<file path="config.mk">
export PLATFORM = sky130hd
export DESIGN_NAME = xfer_chain_seq
export DESIGN_NICKNAME = d
export VERILOG_FILES = /design/src/rtl/xcs_pkg.sv /design/src/rtl/xcs_src_sel.sv /design/src/rtl/xcs_engine.sv /design/src/rtl/xfer_chain_seq.sv
export SDC_FILE = /design/constraint.sdc
export NUM_CORES = 1
export LEC_CHECK = 0
export BUFFER_PORTS_ARGS = -buffer_cell sky130_fd_sc_hd__buf_2
export CORE_AREA = 2 2 129 131
export CTS_CLUSTER_DIAMETER = 120
export CTS_CLUSTER_SIZE = 14
export DETAILED_ROUTE_END_ITERATION = 10
export DIE_AREA = 0 0 131 133
export HOLD_SLACK_MARGIN = 0.15
export PLACE_DENSITY_LB_ADDON = 0.05
export SLEW_MARGIN = 20
export SYNTH_ARGS = -nofsm -noshare
export SYNTH_HDL_FRONTEND = slang
export SYNTH_HIERARCHICAL = 1
export SYNTH_SLANG_ARGS = --single-unit
</file>
<file path="constraint.sdc">
create_clock -name clk -period 3.15 [get_ports clk]
set_clock_uncertainty 0.15 [all_clocks]
set_input_delay 0.4725 -clock clk [delete_from_list [all_inputs] [get_ports clk]]
set_output_delay 0.4725 -clock clk [all_outputs]
set_load 0.01 [all_outputs]
</file>
<file path="src/rtl/xcs_pkg.sv">
// Package: shared state encoding and control-record field positions for the
// chained transfer sequencer. Assumes a 32-bit memory word.
package xcs_pkg;
    localparam int DATA_W    = 32;
    localparam int CNT_LSB   = 0;   // counter, 8 bits
    localparam int RLD_LSB   = 8;   // reload value, 8 bits
    localparam int F_REPEAT  = 29;  // repeat mode
    localparam int F_RPTIRQ  = 30;  // repeat interrupt enable
    localparam int F_CHAIN   = 31;  // chain to next record
    localparam int DST_LSB   = 16;  // destination field in word 1

    typedef enum logic [2:0] {
        ST_IDLE, ST_VEC, ST_CD0, ST_CD1, ST_DRD, ST_DWR, ST_WB
    } xcs_state_e;
endpackage

</file>
<file path="src/rtl/xcs_src_sel.sv">
// Module: enable bank file, pending latches and lowest-index selection.
// Assumes clr_src is a valid source index whenever clr_vld is high.
module xcs_src_sel #(
    parameter int BANKS  = 5,
    parameter int BANK_W = 8,
    localparam int NSRC   = BANKS * BANK_W,
    localparam int SRC_W  = $clog2(NSRC),
    localparam int BSEL_W = $clog2(BANKS)
) (
    input  logic              clk,
    input  logic              rst_n,
    input  logic              cfg_we,
    input  logic [BSEL_W-1:0] cfg_bank,
    input  logic [BANK_W-1:0] cfg_data,
    input  logic [NSRC-1:0]   src_req,
    input  logic              take,
    input  logic              clr_vld,
    input  logic [SRC_W-1:0]  clr_src,
    output logic [NSRC-1:0]   en_q,
    output logic              pick_vld,
    output logic [SRC_W-1:0]  pick_idx
);
    logic [NSRC-1:0] pend_q;
    logic [NSRC-1:0] clr_mask;
    logic [NSRC-1:0] take_mask;
    logic [NSRC-1:0] eligible;

    // Decode the hardware clear and the service grant into masks.
    always_comb begin
        clr_mask  = clr_vld ? (NSRC'(1) << clr_src) : '0;
        take_mask = take ? (NSRC'(1) << pick_idx) : '0;
        eligible  = pend_q & en_q;
    end

    for (genvar b = 0; b < BANKS; b++) begin : g_bank
        // Per-bank enable register: software load, then hardware clear wins.
        always_ff @(posedge clk) begin
            if (!rst_n)
                en_q[b*BANK_W +: BANK_W] <= '0;
            else if (cfg_we && cfg_bank == BSEL_W'(b))
                en_q[b*BANK_W +: BANK_W] <= cfg_data & ~clr_mask[b*BANK_W +: BANK_W];
            else
                en_q[b*BANK_W +: BANK_W] <= en_q[b*BANK_W +: BANK_W] & ~clr_mask[b*BANK_W +: BANK_W];
        end
    end

    // Pending latches: set by enabled requests, dropped when serviced.
    always_ff @(posedge clk) begin
        if (!rst_n) pend_q <= '0;
        else        pend_q <= (pend_q & ~take_mask) | (src_req & en_q);
    end

    // Lowest-numbered eligible source wins.
    always_comb begin
        pick_vld = |eligible;
        pick_idx = '0;
        for (int k = NSRC - 1; k >= 0; k--)
            if (eligible[k]) pick_idx = SRC_W'(k);
    end

    AST_PICK_LOWEST: assert property (@(posedge clk) disable iff (!rst_n)
        pick_vld |-> ((pend_q & en_q & ((NSRC'(1) << pick_idx) - NSRC'(1))) == '0));
endmodule

</file>
<file path="src/rtl/xcs_engine.sv">
// Module: activation sequencer. It walks vector, record, data and write-back
// accesses, follows the chain, and decides clear and interrupt from the first
// record. Assumes mem_ack only while mem_req is high and chains stay in range.
module xcs_engine
    import xcs_pkg::*;
#(
    parameter int                ADDR_W   = 12,
    parameter int                IDX_W    = 5,
    parameter int                SRC_W    = 6,
    parameter logic [ADDR_W-1:0] VEC_BASE = 12'h000,
    parameter logic [ADDR_W-1:0] REC_BASE = 12'h040
) (
    input  logic              clk,
    input  logic              rst_n,
    input  logic              pick_vld,
    input  logic [SRC_W-1:0]  pick_idx,
    output logic              take,
    output logic              clr_vld,
    output logic [SRC_W-1:0]  clr_src,
    output logic              busy,
    output logic              irq,
    output logic              mem_req,
    output logic              mem_we,
    output logic [ADDR_W-1:0] mem_addr,
    output logic [DATA_W-1:0] mem_wdata,
    input  logic              mem_ack,
    input  logic [DATA_W-1:0] mem_rdata
);
    xcs_state_e        state_q;
    logic [SRC_W-1:0]  src_q;
    logic [IDX_W-1:0]  idx_q;
    logic [DATA_W-1:0] w0_q, w1_q, dat_q;
    logic              first_q, fire_q, irq_q;

    logic [ADDR_W-1:0] rec_addr;
    logic [7:0]        cnt, new_cnt;
    logic              term, fire_now, fire_end, last;
    logic [DATA_W-1:0] w0_new;

    // Counter update and terminal decision for the current record.
    always_comb begin
        rec_addr = REC_BASE + ADDR_W'({idx_q, 1'b0});
        cnt      = w0_q[CNT_LSB +: 8];
        term     = (cnt == 8'd1);
        if (term) new_cnt = w0_q[F_REPEAT] ? w0_q[RLD_LSB +: 8] : 8'd0;
        else      new_cnt = cnt - 8'd1;
        w0_new   = {w0_q[DATA_W-1:8], new_cnt};
        fire_now = term && (!w0_q[F_REPEAT] || w0_q[F_RPTIRQ]);
        fire_end = first_q ? fire_now : fire_q;
        last     = (state_q == ST_WB) && mem_ack && !w0_q[F_CHAIN];
        take     = (state_q == ST_IDLE) && pick_vld;
        clr_vld  = last && fire_end;
        clr_src  = src_q;
        busy     = (state_q != ST_IDLE);
        irq      = irq_q;
    end

    // Memory request, address and data per state.
    always_comb begin
        mem_req   = 1'b1;
        mem_we    = 1'b0;
        mem_addr  = '0;
        mem_wdata = '0;
        case (state_q)
            ST_VEC: mem_addr = VEC_BASE + ADDR_W'(src_q);
            ST_CD0: mem_addr = rec_addr;
            ST_CD1: mem_addr = rec_addr + ADDR_W'(1);
            ST_DRD: mem_addr = w1_q[ADDR_W-1:0];
            ST_DWR: begin
                mem_we    = 1'b1;
                mem_addr  = w1_q[DST_LSB +: ADDR_W];
                mem_wdata = dat_q;
            end
            ST_WB: begin
                mem_we    = 1'b1;
                mem_addr  = rec_addr;
                mem_wdata = w0_new;
            end
            default: mem_req = 1'b0;
        endcase
    end

    // Sequencer state, captured words and end-of-activation outputs.
    always_ff @(posedge clk) begin
        if (!rst_n) begin
            state_q <= ST_IDLE;
            src_q   <= '0;
            idx_q   <= '0;
            w0_q    <= '0;
            w1_q    <= '0;
            dat_q   <= '0;
            first_q <= 1'b0;
            fire_q  <= 1'b0;
            irq_q   <= 1'b0;
        end else begin
            irq_q <= 1'b0;
            case (state_q)
                ST_IDLE: if (pick_vld) begin
                    src_q   <= pick_idx;
                    first_q <= 1'b1;
                    state_q <= ST_VEC;
                end
                ST_VEC: if (mem_ack) begin
                    idx_q   <= mem_rdata[IDX_W-1:0];
                    state_q <= ST_CD0;
                end
                ST_CD0: if (mem_ack) begin
                    w0_q    <= mem_rdata;
                    state_q <= ST_CD1;
                end
                ST_CD1: if (mem_ack) begin
                    w1_q    <= mem_rdata;
                    state_q <= ST_DRD;
                end
                ST_DRD: if (mem_ack) begin
                    dat_q   <= mem_rdata;
                    state_q <= ST_DWR;
                end
                ST_DWR: if (mem_ack) state_q <= ST_WB;
                ST_WB: if (mem_ack) begin
                    if (first_q) fire_q <= fire_now;
                    first_q <= 1'b0;
                    if (w0_q[F_CHAIN]) begin
                        idx_q   <= idx_q + IDX_W'(1);
                        state_q <= ST_CD0;
                    end else begin
                        irq_q   <= fire_end;
                        state_q <= ST_IDLE;
                    end
                end
                default: state_q <= ST_IDLE;
            endcase
        end
    end

    AST_IRQ_PULSE: assert property (@(posedge clk) disable iff (!rst_n)
        irq |=> !irq);
    AST_IRQ_AFTER_CHAIN: assert property (@(posedge clk) disable iff (!rst_n)
        irq |-> !busy);
    AST_ADDR_HOLD: assert property (@(posedge clk) disable iff (!rst_n)
        (mem_req && !mem_ack) |=> (mem_req && $stable(mem_addr) && $stable(mem_we)));
    AST_WDATA_HOLD: assert property (@(posedge clk) disable iff (!rst_n)
        (mem_req && mem_we && !mem_ack) |=> $stable(mem_wdata));
endmodule

</file>
<file path="src/rtl/xfer_chain_seq.sv">
// Module: top of the interrupt-triggered chained transfer sequencer. It joins
// the source selector and the engine. Assumes no enable bank write while an
// activation is finishing.
module xfer_chain_seq #(
    parameter int          BANKS    = 5,
    parameter int          BANK_W   = 8,
    parameter int          ADDR_W   = 12,
    parameter int          IDX_W    = 5,
    parameter logic [11:0] VEC_BASE = 12'h000,
    parameter logic [11:0] REC_BASE = 12'h040,
    localparam int         NSRC     = BANKS * BANK_W,
    localparam int         SRC_W    = $clog2(NSRC),
    localparam int         BSEL_W   = $clog2(BANKS)
) (
    input  logic              clk,
    input  logic              rst_n,
    input  logic              cfg_we,
    input  logic [BSEL_W-1:0] cfg_bank,
    input  logic [BANK_W-1:0] cfg_data,
    input  logic [NSRC-1:0]   src_req,
    output logic [NSRC-1:0]   en_q,
    output logic              mem_req,
    output logic              mem_we,
    output logic [ADDR_W-1:0] mem_addr,
    output logic [31:0]       mem_wdata,
    input  logic              mem_ack,
    input  logic [31:0]       mem_rdata,
    output logic              busy,
    output logic              cpu_irq
);
    logic             take, clr_vld, pick_vld;
    logic [SRC_W-1:0] clr_src, pick_idx;

    xcs_src_sel #(.BANKS(BANKS), .BANK_W(BANK_W)) u_sel (
        .clk(clk), .rst_n(rst_n), .cfg_we(cfg_we), .cfg_bank(cfg_bank),
        .cfg_data(cfg_data), .src_req(src_req), .take(take),
        .clr_vld(clr_vld), .clr_src(clr_src), .en_q(en_q),
        .pick_vld(pick_vld), .pick_idx(pick_idx)
    );

    xcs_engine #(.ADDR_W(ADDR_W), .IDX_W(IDX_W), .SRC_W(SRC_W),
                 .VEC_BASE(ADDR_W'(VEC_BASE)), .REC_BASE(ADDR_W'(REC_BASE))) u_eng (
        .clk(clk), .rst_n(rst_n), .pick_vld(pick_vld), .pick_idx(pick_idx),
        .take(take), .clr_vld(clr_vld), .clr_src(clr_src), .busy(busy),
        .irq(cpu_irq), .mem_req(mem_req), .mem_we(mem_we), .mem_addr(mem_addr),
        .mem_wdata(mem_wdata), .mem_ack(mem_ack), .mem_rdata(mem_rdata)
    );

    AST_EN_CLEARED: assert property (@(posedge clk) disable iff (!rst_n)
        (cpu_irq && !$past(cfg_we)) |-> !en_q[clr_src]);
endmodule

</file>
[Word-level counts from Yosys, hierarchy flattened]
Index checks and enable logic that the tools add are counted.
Word-level totals
  bits in read-only memories: 0
  word-level logic and storage cells: 164
  latch bits: 0
  bits in registers: 189
  memories kept: 0
  output and inout port bits: 88
  bits in writable memories: 0
  input bits: 87
Cells by class
  eq/ne operators: 19
  divide/modulo/power cells: 0
  multiply operators: 0
  reductions and logical operators: 31
  order comparisons: 0
  multiplexer cells: 70
  shifts and indexed selects: 2
  add/subtract/negate cells: 4
  bitwise operators: 23
Operator list (count)
  6-bit two-way mux: 40
  40-bit AND: 3
  8-bit AND: 10
  40-bit two-way mux: 2
  1-bit by 6-bit << shifter with 40-bit output, first input constant: 2
  32-bit case mux with 2 select lines: 1
  12-bit case mux with 5 select lines: 1
  8-bit two-way mux: 7
  40-bit inverter: 1
  8-bit inverter: 5
  40-bit bitwise OR: 1
  40-bit OR reduction: 1
  3-bit two-way mux: 7
  3-bit case mux with 7 select lines: 1
  5-bit two-way mux: 3
  12-bit by 1-bit adder with 12-bit output, second input constant: 1
  3-bit by 2-bit == test with 1-bit output, second input constant: 4
  3-bit == test, second input constant: 4
  2-bit != test, second input constant: 6
  1-bit logical AND: 10
  5-bit case mux with 2 select lines: 1
  2-bit AND reduction: 5
  7-bit by 6-bit adder with 8-bit output, first input constant: 1
  8-bit by 1-bit == test with 1-bit output, second input constant: 1
  other kinds (19): 31

[Longest topological paths before layout]
  depth after elaboration: 46
  mapped depth: 11
  mapped depth without buffers: 10

[Cells and area by module]
The synthesis kept the hierarchy.
Modules (own cells, without submodules)
  xcs_engine: area an instance 4792.1 um^2, cells an instance 627, instances 1
  xcs_src_sel: area an instance 4072.7 um^2, cells an instance 516, instances 1

[Worst setup path before layout]
Ideal clock, no wire load.
  path kind: register to register
  start point: register u_eng.w0_q[0]
  end point: register u_sel.en_q[7]
  stages on the path, launching flop included: 9
  arrival time: 2.166 ns
  path slack: 0.717 ns
  path buffers: 1
  setup time: 0.117 ns
  path through: dfxtp_1 -> ha_1 -> nor3b_1 -> o2111ai_1 -> a21oi_1 -> or3b_2 -> clkbuf_1 -> o21ai_0 -> nor3_1
Between the ends
  longest elaborated chain between the ends: 8
  elaborated cells between the ends (all ways): 9
  those cells by class: eq/ne: 1; mux: 3; bitwise: 3; reduce/logical: 2
RTL lines
  from (decl): RTL line xcs_engine.sv:32  | logic [DATA_W-1:0] w0_q, w1_q, dat_q;
  from (signal assigned): RTL line xcs_engine.sv:108  | w0_q <= mem_rdata;
  8-bit by 1-bit == test with 1-bit output (*): RTL line xcs_engine.sv:44  | term = (cnt == 8'd1);
  1-bit logical AND (*): RTL line xcs_engine.sv:48  | fire_now = term && (!w0_q[F_REPEAT] || w0_q[F_RPTIRQ]);
  1-bit two-way mux (*): RTL line xcs_engine.sv:49  | fire_end = first_q ? fire_now : fire_q;
  1-bit logical AND (*): RTL line xcs_engine.sv:52  | clr_vld = last && fire_end;
  named net clr_vld: RTL line xfer_chain_seq.sv:31  | logic take, clr_vld, pick_vld;
  40-bit two-way mux (*): RTL line xcs_src_sel.sv:30  | clr_mask = clr_vld ? (NSRC'(1) << clr_src) : '0;
  8-bit inverter (*): RTL line xcs_src_sel.sv:41, xcs_src_sel.sv:43
  8-bit AND (on tied branches): RTL line xcs_src_sel.sv:43, xcs_src_sel.sv:41
  8-bit two-way mux (*): RTL line xcs_src_sel.sv:40  | else if (cfg_we && cfg_bank == BSEL_W'(b))
  to (signal, indexed assignment): RTL line xcs_src_sel.sv:41  | en_q[b*BANK_W +: BANK_W] <= cfg_data & ~clr_mask[b*BANK_W +: BANK_W];
  to (signal, indexed assignment): RTL line xcs_src_sel.sv:43  | en_q[b*BANK_W +: BANK_W] <= en_q[b*BANK_W +: BANK_W] & ~clr_mask[b*BANK_W +: BANK_W];
  to (decl): RTL line xcs_src_sel.sv:19  | output logic [NSRC-1:0] en_q,
The timed path passes the listed nets; every way through them passes the cells marked *.
A chain may end at the register's enable or synchronous reset.

[Final worst setup path]
  start point: register u_eng.state_q[0]
  end point: output port mem_wdata[0]
Between the ends
  longest elaborated chain between the ends: 2
  elaborated cells between the ends (all ways): 3
  those cells by class: eq/ne: 2; mux: 1
RTL lines
  from (decl): RTL line xcs_engine.sv:29  | xcs_state_e state_q;
  from (signal assigned): RTL line xcs_engine.sv:86  | state_q <= ST_IDLE;
  from (signal assigned): RTL line xcs_engine.sv:101  | state_q <= ST_VEC;
  from (signal assigned): RTL line xcs_engine.sv:105  | state_q <= ST_CD0;
  3-bit == test: RTL line xcs_engine.sv:64  | case (state_q)
  32-bit case mux with 2 select lines (*): RTL line xcs_engine.sv:64
  to (decl): RTL line xfer_chain_seq.sv:25  | output logic [31:0] mem_wdata,
Mark *: on every way between the ends. The rest lies on a longest branch, timed or not.

==> flow_metrics.env <==
export IMPL_crit_path_max_fanout=32
export IMPL_period_share=0.9277
export IMPL_post_cts_buffers=0
export IMPL_p_per_area_nw_per_um2=462.9
export IMPL_io_buffer_count=174
export IMPL_worstSetupStartpointType="register"
export IMPL_cts_tree="yes"
export IMPL_clock_sinks=185
export IMPL_route_detailed_drc=0
export IMPL_clk_pin_slew_worst_paths_ns=0.07
export IMPL_fin_crit_ns=2.922
export IMPL_drive_above_1_share=0.2063
export IMPL_wl_mm=30.15
export IMPL_pin_count=175
export IMPL_crit_path_end_kind="output pin"
export IMPL_htreeDepth=4
export IMPL_utilization=0.6661
export IMPL_overflow=0
export IMPL_dr_pass1_iters=6
export IMPL_p_sw_mw=1.367
export IMPL_timing_worst_setup_path_type="register to output pin"
export IMPL_yosys_register_bits=185
export IMPL_cts_buffers=17
export IMPL_synth_main_ff_cell="dfxtp_1"
export IMPL_p_leak_nw=4.078
export IMPL_syn_avg_cell_area_um2=7.756
export IMPL_antenna_found_initial=1
export IMPL_final_nets=1416
export IMPL_switching_share=0.2741
export IMPL_track_usage=0.3382
export IMPL_std_cell_rows=47
export IMPL_status="complete, no violations"
export IMPL_die_area_um2=17420
export IMPL_ir_drop_v=0.0004166
export IMPL_drtIter0Drc=894
export IMPL_placedInstanceArea_um2=9986
export IMPL_max_freq_mhz=342.2
export IMPL_hold_class="input port to register"
export IMPL_grt_pass1_vias=8313
export IMPL_yosysSeqAreaShare=0.4178
export IMPL_routabilityCongestion=0.9488
export IMPL_async_flop_share=0
export IMPL_worst_pin_slew_ns=0.8593
export IMPL_final_area_um2=10770
export IMPL_die_w_um=131
export IMPL_syn_nets=1233
export IMPL_p_clk_frac=0.411
export IMPL_arrival_ns=2.30
export IMPL_slew_viol_final=0
export IMPL_p_int_mw=3.620
export IMPL_die_h_um=133
export IMPL_grt_max_degree=80
export IMPL_root_buffer="clkbuf_16"
export IMPL_yosys_warnings=6
export IMPL_start_util=0.5482
export IMPL_area_growth_pct=21.51
export IMPL_clock_latency_ns=0.44
export IMPL_max_cap_violations=0
export IMPL_core_um2=16170
export IMPL_dp_final_hpwl_mm=21.54
export IMPL_crit_required_ns=2.53
export IMPL_wl_per_cell_um=19.34
export IMPL_synth_edf_count=0
export IMPL_avgViaCountPerCell=6.040
export IMPL_yosysUniqueCellTypes=72
export IMPL_antenna_left=0
export IMPL_pwr_share_seq=0.493
export IMPL_grt_pass1_wl_mm=45.37
export IMPL_slew_headroom=0.4271
export IMPL_setup_tns_final_ns=0
export IMPL_synth_area_um2=8865
export IMPL_rsz0062_at_grt="false"
export IMPL_vias=9417
export IMPL_syn_inst=1143
export IMPL_setup_viol=0
export IMPL_cts_buffer_depth=2
export IMPL_pwr_share_comb=0.096
export IMPL_finalHoldViolCount=0
-- metrics by stage --
step	setup slack (ns)	hold WS [ns]	total power, mW	cells
2_1_floorplan	0.7166	0.2832	2.745	1143
3_3_place_gp	0.2952	0.2913	2.957	1506
3_5_place_dp	0.3141	0.2960	2.960	1506
4_1_cts	0.1298	0.1506	5.003	1558
5_1_grt	0.03517	0.1513	5.158	1558
6_report	0.2276	0.1638	4.986	1559
-- state kept, by name (all words and copies together), names as in the netlist --
name           cells
u_eng/dat_q       32
u_sel/en_q        40
u_eng/state_q      3
u_sel/pend_q      40
u_eng/w0_q        32
u_eng/irq          1
u_eng/first_q      1
u_eng/fire_q       1
u_eng/clr_src      6
u_eng/idx_q        5
u_eng/w1_q        24
-- power by group through the flow --
stage               clock, mW  sequential, mW  combinational (mW)
finish                   2.05            2.46               0.478
global route             2.17            2.47               0.519
CTS                      2.07            2.46               0.471
detailed placement          0            2.51               0.449
global placement            0            2.51               0.447
floorplan                   0            2.49               0.252
-- area by class of cell --
class	count	area, um2
well taps	220	275.3
clock inverters	14	136.4
repair buffers	228	1341
fillers	1472	5400
multi-input cells	878	4827
flip-flops and latches	185	3704
diodes	1	2.502
clock buffers	17	425.4
inverters	16	60.06
-- layout by cell type (no fill, tap or decap), types with 8 or more instances in the layout --
master,instances
a21oi_1,147
a22o_1,31
a22oi_1,14
a311oi_1,36
a32oi_1,8
buf_2,174
buf_4,32
clkbuf_16,17
dfxtp_1,185
dlygate4sd3_1,21
inv_1,13
mux2i_1,11
nand2_1,297
nand2b_1,11
nand3_1,19
nand3b_1,9
nor2_1,75
nor3_1,12
o21ai_0,51
o22ai_1,36
-- worst max-delay path: stages, from the launching register on --
cell and delay, ns:
dfxtp_1 0.74, inv_1 0.19, nor2_2 0.13, buf_4 0.35
nand2_1 0.13, o311ai_1 0.11, buf_2 0.20
-- path summary, 6_finish.rpt --
path         slack (ns)  depth (start not counted)               to        startpoint
min                0.16                          3  u_sel/pend_q[4]        src_req[4]
max reg2reg        0.24                         10  u_sel/pend_q[8]     u_sel/en_q[5]
min reg2reg        0.31                          2  u_eng/dat_q[15]   u_eng/dat_q[15]
max                0.23                          6     mem_wdata[0]  u_eng/state_q[0]
-- per-layer routing --
layer  GRT usage  up-vias  wire, um
met2      0.5394      472     14150
li1            -     4484         -
met5           0        -         0
met4      0.1714        0      1493
met1      0.4349     4384     12430
met3     0.06268       77      2071
-- cell usage after synthesis, types with 4 or more instances --
master	instances	area, um2
nor3_2	8	80.08
a41oi_1	4	35.03
nor3_1	12	60.06
a311oi_1	36	315.3
a21oi_1	147	735.7
nand2_1	297	1115
o21ai_0	51	255.2
a32o_1	5	50.05
clkbuf_1	30	112.6
o22ai_1	36	225.2
nand2b_1	11	68.82
o221ai_1	5	43.79
dfxtp_1	185	3704
a32oi_1	8	70.07
o21ai_1	4	20.02
buf_4	6	45.04
a31oi_1	5	31.28
and3_1	6	37.54
nor2b_1	7	43.79
buf_2	26	130.1
a21o_1	4	30.03
mux2i_1	11	110.1
inv_1	14	52.55
nor2_1	76	285.3
nand3_1	19	95.09
and2_1	7	43.79
o211ai_1	4	30.03
a22o_1	31	271.5
nand3b_1	9	67.56
a22oi_1	14	105.1
-- cells by family after synthesis --
family          Yosys count  synth area share
compound gates          381            0.2792
xor+xnor                  3          0.002965
fa+ha+maj                 3          0.004235
buf+inv                  80           0.04093
flops                   185            0.4178
mux                      11           0.01242
simple gates            480            0.2425
-- timing repair --
item | 4_1_cts | 5_1_grt
hold buffers | 21 | 0
hold endpoints to repair | 46 | 0
setup endpoints to repair | 0 | 13
resized for setup | 0 | 3
Note: power is estimated with default switching activity, not from simulation.
